`src/rtl/acc_cpu_pkg.sv`:
```
`timescale 1ns/1ps
package acc_cpu_pkg;

    localparam int OPW = 4;

    typedef enum logic [OPW-1:0] {
        OP_LD    = 4'h0,
        OP_ST    = 4'h1,
        OP_ADDM  = 4'h2,
        OP_ADDR  = 4'h3,
        OP_SUB   = 4'h4,
        OP_MUL   = 4'h5,
        OP_NOT   = 4'h6,
        OP_MOV   = 4'h7,
        OP_BR    = 4'h8,
        OP_BZ    = 4'h9,
        OP_HALT  = 4'hF
    } op_e;

    typedef enum logic [2:0] {
        ST_FETCH  = 3'd0,
        ST_DECODE = 3'd1,
        ST_EXEC   = 3'd2,
        ST_MEMRD  = 3'd3,
        ST_HALT   = 3'd4
    } cpu_state_e;

    typedef enum logic [2:0] {
        ALU_PASS = 3'd0,
        ALU_ADD  = 3'd1,
        ALU_SUB  = 3'd2,
        ALU_MUL  = 3'd3,
        ALU_NOT  = 3'd4
    } alu_op_e;

endpackage

```
`src/rtl/acc_cpu_alu.sv`:
```
`timescale 1ns/1ps
module acc_cpu_alu import acc_cpu_pkg::*; #(
    parameter int W = 16
) (
    input  alu_op_e        op,
    input  logic [W-1:0]   a,
    input  logic [W-1:0]   b,
    output logic [W-1:0]   y
);

    always_comb begin
        case (op)
            ALU_ADD: y = a + b;
            ALU_SUB: y = a - b;
            ALU_MUL: y = a * b;     // low W bits only
            ALU_NOT: y = ~a;
            default: y = b;
        endcase
    end

endmodule

```
`src/rtl/acc_cpu_ctrl.sv`:
```
`timescale 1ns/1ps
module acc_cpu_ctrl import acc_cpu_pkg::*; (
    input  logic             clk,
    input  logic             rst_n,
    input  logic [OPW-1:0]   opcode,
    output cpu_state_e       state
);

    cpu_state_e state_d, state_q;

    always_comb begin
        state_d = state_q;
        case (state_q)
            ST_FETCH:  state_d = ST_DECODE;
            ST_DECODE: state_d = ST_EXEC;
            ST_EXEC: begin
                if (opcode == OP_LD || opcode == OP_ADDM)
                    state_d = ST_MEMRD;
                else if (opcode == OP_HALT)
                    state_d = ST_HALT;
                else
                    state_d = ST_FETCH;
            end
            ST_MEMRD:  state_d = ST_FETCH;
            ST_HALT:   state_d = ST_HALT;
            default:   state_d = ST_FETCH;
        endcase
    end

    always_ff @(posedge clk) begin
        if (!rst_n) state_q <= ST_FETCH;
        else        state_q <= state_d;
    end

    assign state = state_q;

endmodule

```
`src/rtl/acc_cpu.sv`:
```
`timescale 1ns/1ps
module acc_cpu import acc_cpu_pkg::*; #(
    parameter int W = 16
) (
    input  logic               clk,
    input  logic               rst_n,
    output logic               mem_re,
    output logic               mem_we,
    output logic [W-OPW-1:0]   mem_addr,
    output logic [W-1:0]       mem_wdata,
    input  logic [W-1:0]       mem_rdata,
    output logic               halted
);

    localparam int AW = W - OPW;

    typedef struct packed {
        logic [AW-1:0]  pc;
        logic [AW-1:0]  ar;
        logic [OPW-1:0] ir;
        logic [W-1:0]   dr;
        logic [W-1:0]   ac;
    } regs_t;

    regs_t       r_d, r_q;
    cpu_state_e  state;
    alu_op_e     alu_op;
    logic [W-1:0] alu_b, alu_y;

    acc_cpu_ctrl u_ctrl (
        .clk    (clk),
        .rst_n  (rst_n),
        .opcode (r_q.ir),
        .state  (state)
    );

    acc_cpu_alu #(.W(W)) u_alu (
        .op (alu_op),
        .a  (r_q.ac),
        .b  (alu_b),
        .y  (alu_y)
    );

    always_comb begin
        r_d       = r_q;
        mem_re    = 1'b0;
        mem_we    = 1'b0;
        mem_addr  = r_q.pc;
        mem_wdata = r_q.ac;
        alu_b     = (state == ST_MEMRD) ? mem_rdata : r_q.dr;

        case (r_q.ir)
            OP_ADDM, OP_ADDR: alu_op = ALU_ADD;
            OP_SUB:           alu_op = ALU_SUB;
            OP_MUL:           alu_op = ALU_MUL;
            OP_NOT:           alu_op = ALU_NOT;
            default:          alu_op = ALU_PASS;
        endcase

        case (state)
            ST_FETCH: begin
                mem_re   = 1'b1;
                mem_addr = r_q.pc;
            end
            ST_DECODE: begin
                r_d.ir = mem_rdata[W-1:AW];
                r_d.ar = mem_rdata[AW-1:0];
                r_d.pc = r_q.pc + AW'(1);
            end
            ST_EXEC: begin
                case (r_q.ir)
                    OP_LD, OP_ADDM: begin
                        mem_re   = 1'b1;
                        mem_addr = r_q.ar;
                    end
                    OP_ST: begin
                        mem_we   = 1'b1;
                        mem_addr = r_q.ar;
                    end
                    OP_ADDR, OP_SUB, OP_MUL, OP_NOT: r_d.ac = alu_y;
                    OP_MOV:  r_d.dr = r_q.ac;
                    OP_BR:   r_d.pc = r_q.ar;
                    OP_BZ:   if (r_q.ac == '0) r_d.pc = r_q.ar;
                    default: ;
                endcase
            end
            ST_MEMRD: r_d.ac = alu_y;
            default: ;
        endcase
    end

    always_ff @(posedge clk) begin
        if (!rst_n) r_q <= '0;
        else        r_q <= r_d;
    end

    assign halted = (state == ST_HALT);

endmodule

```
`config.mk`:
```
export PLATFORM = sky130hd
export DESIGN_NAME = acc_cpu
export DESIGN_NICKNAME = d
export VERILOG_FILES = /design/src/rtl/acc_cpu_pkg.sv /design/src/rtl/acc_cpu_alu.sv /design/src/rtl/acc_cpu_ctrl.sv /design/src/rtl/acc_cpu.sv
export SDC_FILE = /design/constraint.sdc
export NUM_CORES = 1
export LEC_CHECK = 0
export BUFFER_PORTS_ARGS = -buffer_cell sky130_fd_sc_hd__buf_2
export CORE_MARGIN = 10
export CORE_UTILIZATION = 30
export DETAILED_ROUTE_END_ITERATION = 10
export SLEW_MARGIN = 40
export SYNTH_ARGS = -nofsm -noshare
export SYNTH_HDL_FRONTEND = slang
export SYNTH_SLANG_ARGS = --single-unit
```
`constraint.sdc`:
```
create_clock -name clk -period 7.9 [get_ports clk]
set_clock_uncertainty 0.15 [all_clocks]
set_input_delay 2.37 -clock clk [delete_from_list [all_inputs] [get_ports clk]]
set_output_delay 2.37 -clock clk [all_outputs]
set_load 0.05 [all_outputs]
```
==> impl_metrics.toml, run 1 <==
[sta]
setup_viol = 0
period_needed_ps = 7600
min_period_over_period_pct = 96.3
hold_viol_final = 0
maxSlewHeadroom_pct = 44.2
tightestPinTransition_ps = 835
tns_ps = 0
final_max_slew_viol_count = 0
fmax_ghz = 0.132

[setup_path]
cp_slowest_cell = "fa_1"
r2r-end = "mem_wdata[13]"
cp-end-kind = "flip-flop"
required_ps = 7980
worst-setup-path-type = "input port to flip-flop"
r2r-start = "u_ctrl.state[1]"
path_max_fanout = 15
slowest_delay_ps = 540
critPathLaunchType = "input port"
cp_common_cell = "fa_1"
rr_worst_depth = 22
r2r_slack_ps = 1030
crit_arrival_ps = 7680
path_cells = "buf_2 > mux2_2 > buf_4 > and2_1 > fa_1 > inv_1 > fa_1 > fa_1 > fa_1 > inv_1 > fa_1 > inv_1 > fa_1 > inv_1 > ha_1 > and2_2 > a311oi_2 > xor2_1 > o221ai_1 > a21oi_1 > o21ai_0"

[synthesis]
yosys-top-cells-area = "fa_1 (19%), dfxtp_1 (15%), ha_1 (9.7%)"
yosys_warnings = 0
syn_avg_cell_area_sq_um = 8.06
synth.ff_latch_count = 63
syn_area_sq_mm = 0.00861
synth_top_area_share_pct = 18.8
synthCells = 1069
async_flop_share_pct = 0
synth_cell_types = 60
syn_nets = 1235
synth_top_area_cell = "fa_1"
synth_edf_count = 0
synth_ff_type = "dfxtp_1"
ys_seq_area_share_pct = 14.6

[cts]
clock_latency_ps = 350
h-tree-depth = 3
root_buffer = "clkbuf_16"
clk_pin_slew_ps = 60
clockBufferDepth = 2
cts_setup_buffers = 0
cts_buffers = 9
tritoncts = "yes"
cts_sinks = 63

[global_route]
grt_usage_pct = 14.8
grt_pass1_wl_mm = 42.5
overflow = 0
first_global_vias = 7616
grt_antenna_before_repair = 0
grt_max_degree = 65

[routing]
detail-route-antenna-nets = 0
drc = 0
dr_total_vias = 7509
detail_route.wl_per_cell_um = 17.4
drt_iter0_drc = 532
via_per_inst = 5.04
drt_wl_total_mm = 26.0
drtPass1Iterations = 5

[floorplan]
start_util_pct = 30.7
die_height_um = 189
core-area_sq_mm = 0.0281
io_pins = 49
dieArea_sq_mm = 0.0359
num_rows = 61
fp.dieW_um = 189

[placed_design]
portBuffers = 48
hpwl_mm = 19.8
gp_congestion = 0.930
placed_area_sq_mm = 0.00937

[finish]
final_common_cell = "nand2_1"
finish.net_count = 1273
num-fill-cells = 2968
syn2layout_area_growth_pct = 12.2
drive_gt1_share_pct = 13.9
finalInstanceArea_sq_mm = 0.00967
final_cell_mix = "nand2_1 (160), inv_1 (115), fa_1 (80)"

[status]
status = "finished clean"

[pwr]
p_leak_nw = 4.37
ir_drop_v = 0.000105
power_per_cell_area_mw_per_mm2 = 114

[hold_path]
holdPathStages = 2
hp-class = "flip-flop to flip-flop"
min_from = "r_q[31]"
min_to = "r_q[31]"

[run]
cap_violations = 0
## sequential cells by signal, summed over array words and instances, names as in the netlist
name,cells
r_q,44
u_ctrl.state,3
mem_wdata,16
## synth_stat cells, drive strengths merged (15+ instances only)
cell type,n
a21boi,35
a21oi,41
and2,67
buf,21
clkbuf,52
dfxtp,63
fa,81
ha,67
inv,116
mux2,22
mux2i,15
nand2,160
nor2,54
nor2b,21
o21ai,44
xnor2,45
## worst max-delay path by stage
stage / from / end
2_1_floorplan: mem_rdata[1] / mem_wdata[15]
3_3_place_gp: mem_rdata[1] / mem_wdata[15]
3_5_place_dp: mem_rdata[1] / mem_wdata[15]
4_1_cts: mem_rdata[1] / mem_wdata[15]
5_1_grt: mem_rdata[1] / mem_wdata[13]
6_report: mem_rdata[1] / mem_wdata[13]
## metal layers
| layer | part of all wire, % | up-vias | routed length, um | GRT usage (%) |
|---|---|---|---|---|
| met5 | 0 | - | 0 | 0 |
| met4 | 2.6 | 0 | 671 | 4.76 |
| met3 | 6.5 | 42 | 1690 | 2.72 |
| met2 | 46 | 244 | 12000 | 24.3 |
| met1 | 45 | 3638 | 11600 | 19.0 |
| li1 | - | 3585 | - | - |
## where the power goes
part           switching [W]  internal (W)
Combinational       0.000226      0.000142
Clock               0.000160      0.000212
Sequential         0.0000318      0.000331
## timing repair
action                                  4_1_cts  5_1_grt
hold buffers                                  0        0
resized for setup                             0        5
endpoints found under the setup margin        0        2
## cells by family (layout without fill, tap and decap cells)
group,Yosys count,count (layout),share of synthesized area [%]
compound gates,193,193,15.0
xor+xnor,63,63,7.04
fa+ha+maj,148,148,28.6
buf+inv,190,233,9.18
flops,63,63,14.6
mux,37,37,4.62
other cells,0,1,0
simple gates,375,375,21.0
## worst max-delay path: cells and delay by family
kind | cells | cell delay (ps)
buffers and inverters | 6 | 510
muxes | 1 | 280
AOI/OAI and AO/OA | 4 | 660
and+or+nand+nor | 2 | 410
xor gates and xnor gates | 1 | 210
adders and majority gates | 7 | 3230
## per-stage QoR
stage,setup slack (ps),util [%],total power (W),cells,hold slack [ps]
6_report,296,34.4,0.00110,1491,315
3_3_place_gp,-78.2,33.4,0.000727,1474,300
5_1_grt,-5.80,34.4,0.00116,1490,336
3_5_place_dp,-114,33.4,0.000730,1474,309
4_1_cts,210,34.3,0.00110,1490,317
2_1_floorplan,87.6,-,0.000630,1069,291
## final cells by class
class	count	area, sq um	area share (%)
well taps	378	473	4.89
multi-input cells	816	6590	68.2
repair buffers	100	631	6.52
clock buffers	11	233	2.41
clock inverters	5	35.0	0.362
inverters	117	439	4.54
diodes	1	2.50	0.0259
flip-flops and latches	63	1260	13.1
(Power assumes the default switching activity.)
==> run 2, diff against run 1 <==
Settings changed: REMOVE_ABC_BUFFERS set to 1.
==> run 2 against run 1 <==
Compared with the run above: worst hold slack improved by 1.3 ps; highest routed layer unchanged; setup slack got worse by 69 ps; non-clock buffer count decreased by 2; sequential share of layout area decreased by 0.073 points; global-route usage decreased by 0.56 points; count of clock-buffer cells in the layout decreased by 2; critical path depth unchanged; cell area increased by 0.47%; clock power increased by 20%.
==> impl_metrics.toml, run 2 (synthesis gave the netlist of run 1 again) <==
[cts]
cts-hold-fix-buffers = 0
clk_pin_slew_ps = 70
cts_resized = 0
clockBufferDepth = 2
cts_buffers = 9
cts_sinks = 63
root_buffer = "clkbuf_16"
cts_setup_buffers = 0
h-tree-depth = 3
tritoncts = "yes"
clock_latency_ps = 340

[placed_design]
hpwl_mm = 19.7
gp_congestion = 0.885
portBuffers = 48

[finish]
drive_gt1_share_pct = 13.7
top_register = "r_q"
num-fill-cells = 3013
finish.net_count = 1271
n_antenna_cell = 0
final-seq-area_sq_mm = 0.00126
post-route-util_pct = 34.6
multi_input_area_sq_mm = 0.00658
final_common_cell = "nand2_1"
final_cell_mix = "nand2_1 (160), inv_1 (115), fa_1 (81)"
largest_reg_flops = 44
syn2layout_area_growth_pct = 12.7

[floorplan]
core-area_sq_mm = 0.0281
start_util_pct = 30.7
num_rows = 61
die_height_um = 189
io_pins = 49
dieArea_sq_mm = 0.0359
fp.dieW_um = 189

[sta]
holdWs_ps = 316
fmax_ghz = 0.130
rsz0062_at_grt = "no"
hold_viol_final = 0
period_needed_ps = 7670
tightestPinTransition_ps = 882
final_max_slew_viol_count = 0
min_period_over_period_pct = 97.1
tns_ps = 0
maxSlewHeadroom_pct = 41.1
setup_viol = 0

[routing]
drt_iter0_drc = 512
detail-route-antenna-nets = 0
via_per_inst = 4.96
drc = 0
drt_wl_total_mm = 25.5
drtPass1Iterations = 5
detail_route.wl_per_cell_um = 17.2
dr_total_vias = 7385

[setup_path]
critPathLaunchType = "input port"
worst-setup-path-type = "input port to flip-flop"
crit_arrival_ps = 7740
required_ps = 7970
path_max_fanout = 2
cp-end-kind = "flip-flop"

[run]
cap_violations = 0

[global_route]
grt_usage_pct = 14.2
grt_antenna_before_repair = 0
first_global_vias = 7287
grt_pass1_wl_mm = 41.4
grt_max_degree = 65
overflow = 0

[pwr]
power_per_cell_area_mw_per_mm2 = 121
ir_drop_v = 0.000106
p_leak_nw = 4.39

[hold_path]
hp-class = "flip-flop to flip-flop"

[status]
status = "finished clean"
-- run 2: changes by cell type in the layout (fill, tap and decap cells not counted), sizes merged --
cell | previous run | this run
buf | 100 | 98
diode | 1 | 0
clkbuf | 11 | 9
clkinv | 5 | 3
bufinv | 0 | 2
inv | 116 | 118
-- run 2: worst paths after layout --
path	start	to	slack, ps	cells after the start
worst max-delay path	mem_rdata[1]	mem_wdata[15]	230	21
worst min-delay path	r_q[16]	r_q[16]	320	2
worst max register to register	u_ctrl.state[1]	mem_wdata[15]	1290	21
worst min register to register	r_q[16]	r_q[16]	320	2
-- run 2: critical path, stage by stage --
cell	delay, ps
buf_2	110
mux2_2	280
and2_1	180
fa_1	540
inv_1	60
fa_1	530
inv_1	50
fa_1	490
fa_1	550
inv_1	50
fa_1	470
fa_1	400
xnor2_1	200
xnor2_1	150
xnor2_1	150
xnor2_1	160
xnor3_1	250
xnor3_1	380
xnor2_1	130
a21oi_1	140
a21oi_1	80
-- run 2: final cells by class --
cell class / count / area share [%]
Multi-Input combinational cell: 816 / 67.7
Sequential cell: 63 / 13.0
Timing Repair Buffer: 98 / 6.47
Tap cell: 378 / 4.87
Inverter: 117 / 4.52
Clock buffer: 9 / 2.32
Clock inverter: 7 / 1.08
-- run 2: report_power, final --
group	switching, W	total, W	internal [W]
combinational	0.000225	0.000367	0.000142
clock	0.000167	0.000448	0.000281
sequential	0.0000318	0.000363	0.000331
-- run 2: stage by stage --
stage / power, W / cell area (sq um) / setup slack, ps / cells
floorplan: 0.000612 / 8260 / 26.6 / 996
detailed placement: 0.000730 / 9370 / -252 / 1472
global placement: 0.000727 / 9370 / -212 / 1472
CTS: 0.00118 / 9700 / 92.9 / 1488
finish: 0.00118 / 9710 / 227 / 1488
global route: 0.00123 / 9710 / 3.95 / 1488
-- run 2: metal layers --
| metal | up-vias | track usage, % | wire, um |
|---|---|---|---|
| met4 | 0 | 3.11 | 337 |
| met5 | - | 0 | 0 |
| met2 | 224 | 22.1 | 11600 |
| met3 | 23 | 2.52 | 1660 |
| met1 | 3570 | 20.0 | 12000 |
| li1 | 3568 | - | - |
==> run 3, diff against run 2 <==
Settings changed: ABC_AREA set to 1, SETUP_SLACK_MARGIN set to 0.1, SYNTH_HIERARCHICAL set to 1.
==> run 3 against run 2 <==
Compared with the run above: register-to-register slack improved by 80 ps; first-iteration DRC count up 32%; sequential power increased by 15%; non-clock buffer count shrank 16; cell area rose by 4.4%; synthesized cell count up 33%; critical path depth rose by 3; via count is 18% higher; count of clock-buffer cells in the layout rose by 2; fmax grew 2.1%; critical path type unchanged; largest power group is now combinational cells; highest routed layer unchanged.
==> impl_metrics.toml, run 3 <==
[pwr]
pwr-share-comb_pct = 44.2
power_w = 0.00150
intPower_w = 0.000824
clkPwrFrac_pct = 27.9
seqPwrFrac_pct = 28.0
p_leak_nw = 5.68
power_per_cell_area_mw_per_mm2 = 148
p_switching_w = 0.000675
ir_drop_v = 0.000103
swShare_pct = 45.1

[routing]
via_per_inst = 4.71
detail-route-antenna-nets = 0
drt_wl_total_mm = 27.6
drc = 0
drt_iter0_drc = 677
drtPass1Iterations = 6
detail_route.wl_per_cell_um = 15.0
dr_total_vias = 8682

[sta]
maxSlewHeadroom_pct = 43.5
hold_viol_final = 0
rsz0062_at_grt = "no"
min_period_over_period_pct = 95.1
period_needed_ps = 7520
fmax_ghz = 0.133
setup_viol = 0
final_max_slew_viol_count = 0
tightestPinTransition_ps = 847

[synthesis]
synth_edf_count = 0
syn_area_sq_mm = 0.00921
synth_common_cells = "nand2_1 (367), inv_1 (291), nor2_1 (140), o21ai_0 (99), fa_1 (81)"
syn_avg_cell_area_sq_um = 6.48
ys_seq_area_share_pct = 13.7
yosys-top-cells-area = "fa_1 (18%), nand2_1 (15%), dfxtp_1 (14%)"
yosys.cell_count.top_type = "nand2_1"
yosys_warnings = 6
async_flop_share_pct = 0
synthCells = 1421
synth.ff_latch_count = 63
synth_cell_types = 46
synth_ff_type = "dfxtp_1"
synth_top_area_share_pct = 17.6
synth_top_area_cell = "fa_1"

[cts]
clockBufferDepth = 2
cts_buffers = 9
cts_sinks = 63
cts-hold-fix-buffers = 0
h-tree-depth = 3
clock_latency_ps = 350
tritoncts = "yes"
clk_pin_slew_ps = 60
root_buffer = "clkbuf_16"

[placed_design]
gp_congestion = 0.879
portBuffers = 48
hpwl_mm = 21.1
placed_area_sq_mm = 0.00978

[floorplan]
fp.dieW_um = 195
die_height_um = 195
dieArea_sq_mm = 0.0381
io_pins = 49
num_rows = 64
core-area_sq_mm = 0.0304
start_util_pct = 30.3

[finish]
largest_reg_flops = 44
finish.net_count = 1608
drive_gt1_share_pct = 11.0
final_common_cell = "nand2_1"
final_cell_mix = "nand2_1 (367), inv_1 (291), nor2_1 (140)"
top_register = "r_q"
finalInstanceArea_sq_mm = 0.0101
syn2layout_area_growth_pct = 10.0
n_antenna_cell = 0

[setup_path]
crit_arrival_ps = 7600
cp_slowest_cell = "fa_1"
cp-end-kind = "flip-flop"
path_cells = "buf_2 > mux2_2 > nand2_1 > inv_1 > fa_1 > inv_1 > fa_1 > inv_1 > fa_1 > fa_1 > fa_1 > inv_1 > fa_1 > inv_1 > ha_1 > inv_1 > o21ai_0 > a31oi_1 > nand3_1 > o21ai_0 > buf_4 > o2111ai_1 > nor2_1 > nor2_1"
path_max_fanout = 8
required_ps = 7980
r2r_slack_ps = 1370
critPathLaunchType = "input port"
worst-setup-path-type = "input port to flip-flop"
slowest_delay_ps = 510

[run]
cap_violations = 0

[global_route]
grt_max_degree = 62
grt_usage_pct = 14.5
grt_antenna_before_repair = 0
first_global_vias = 8527
overflow = 0
grt_pass1_wl_mm = 44.8

[status]
status = "finished clean"

[hold_path]
hp-class = "flip-flop to flip-flop"
==> run 3: power groups by stage <==
| stage | sequential [W] | combinational, W | clock (W) |
|---|---|---|---|
| 2_1_floorplan | 0.000426 | 0.000458 | 0 |
| 3_3_place_gp | 0.000424 | 0.000652 | 0 |
| 3_5_place_dp | 0.000425 | 0.000658 | 0 |
| 4_1_cts | 0.000418 | 0.000661 | 0.000431 |
| 5_1_grt | 0.000424 | 0.000748 | 0.000440 |
| 6_report | 0.000419 | 0.000662 | 0.000418 |
==> run 3: what timing repair did <==
item | CTS | global route
gates resized for setup | 0 | 6
setup buffers | 0 | 0
endpoints found under the setup margin | 0 | 3
==> run 3: per-stage QoR <==
| stage | setup slack [ps] | utilization (%) | setup TNS [ps] | hold slack (ps) | instances |
|---|---|---|---|---|---|
| final | 385 | 33.3 | 0 | 316 | 1843 |
| after global routing | 125 | 33.3 | 0 | 346 | 1843 |
| after CTS | 311 | 33.2 | 0 | 319 | 1843 |
| after detailed placement | -16.9 | 32.2 | -16.9 | 308 | 1827 |
| after global placement | -1.26 | 32.1 | -1.26 | 302 | 1827 |
| after floorplan | 366 | - | 0 | 288 | 1349 |
==> run 3: cells by family after synthesis <==
kind of cell / after synthesis / synth area share [%]
AOI/OAI and AO/OA: 189 / 11.2
xor gates and xnor gates: 18 / 1.71
adders and majority gates: 148 / 26.7
buffers and inverters: 369 / 16.7
DFF: 63 / 13.7
muxes: 16 / 1.96
and+or+nand+nor: 618 / 28.1
==> run 3: layout make-up <==
cell class	instances	area [sq um]
clock buffers	11	253
clock inverters	5	56.3
fillers	3368	20300
inverters	297	1120
multi-input cells	989	6450
flip-flops and latches	63	1270
well taps	396	495
repair buffers	82	495
==> run 3: critical path: cells and delay by family <==
family / cells / cell delay [ps]
AND/OR/NAND/NOR: 4 / 400
AO/OA/AOI/OAI: 4 / 590
buffers and inverters: 8 / 610
adder cells (fa/ha/maj): 7 / 3260
multiplexers: 1 / 340
==> run 3: path summary, 6_finish.rpt <==
check | depth (start not counted) | startpoint | endpoint
max | 24 | mem_rdata[5] | mem_wdata[13]
min | 2 | r_q[40] | r_q[40]
max reg2reg | 24 | u_ctrl/state[0] | mem_wdata[13]
min reg2reg | 2 | r_q[40] | r_q[40]
==> run 3: metal layers <==
| layer | global-route usage, % | up-vias | part of all wire (%) |
|---|---|---|---|
| met5 | 0 | - | 0 |
| met4 | 5.01 | 0 | 2.4 |
| met3 | 2.38 | 46 | 5.0 |
| met2 | 24.2 | 202 | 47 |
| met1 | 18.4 | 4076 | 45 |
| li1 | - | 4358 | - |
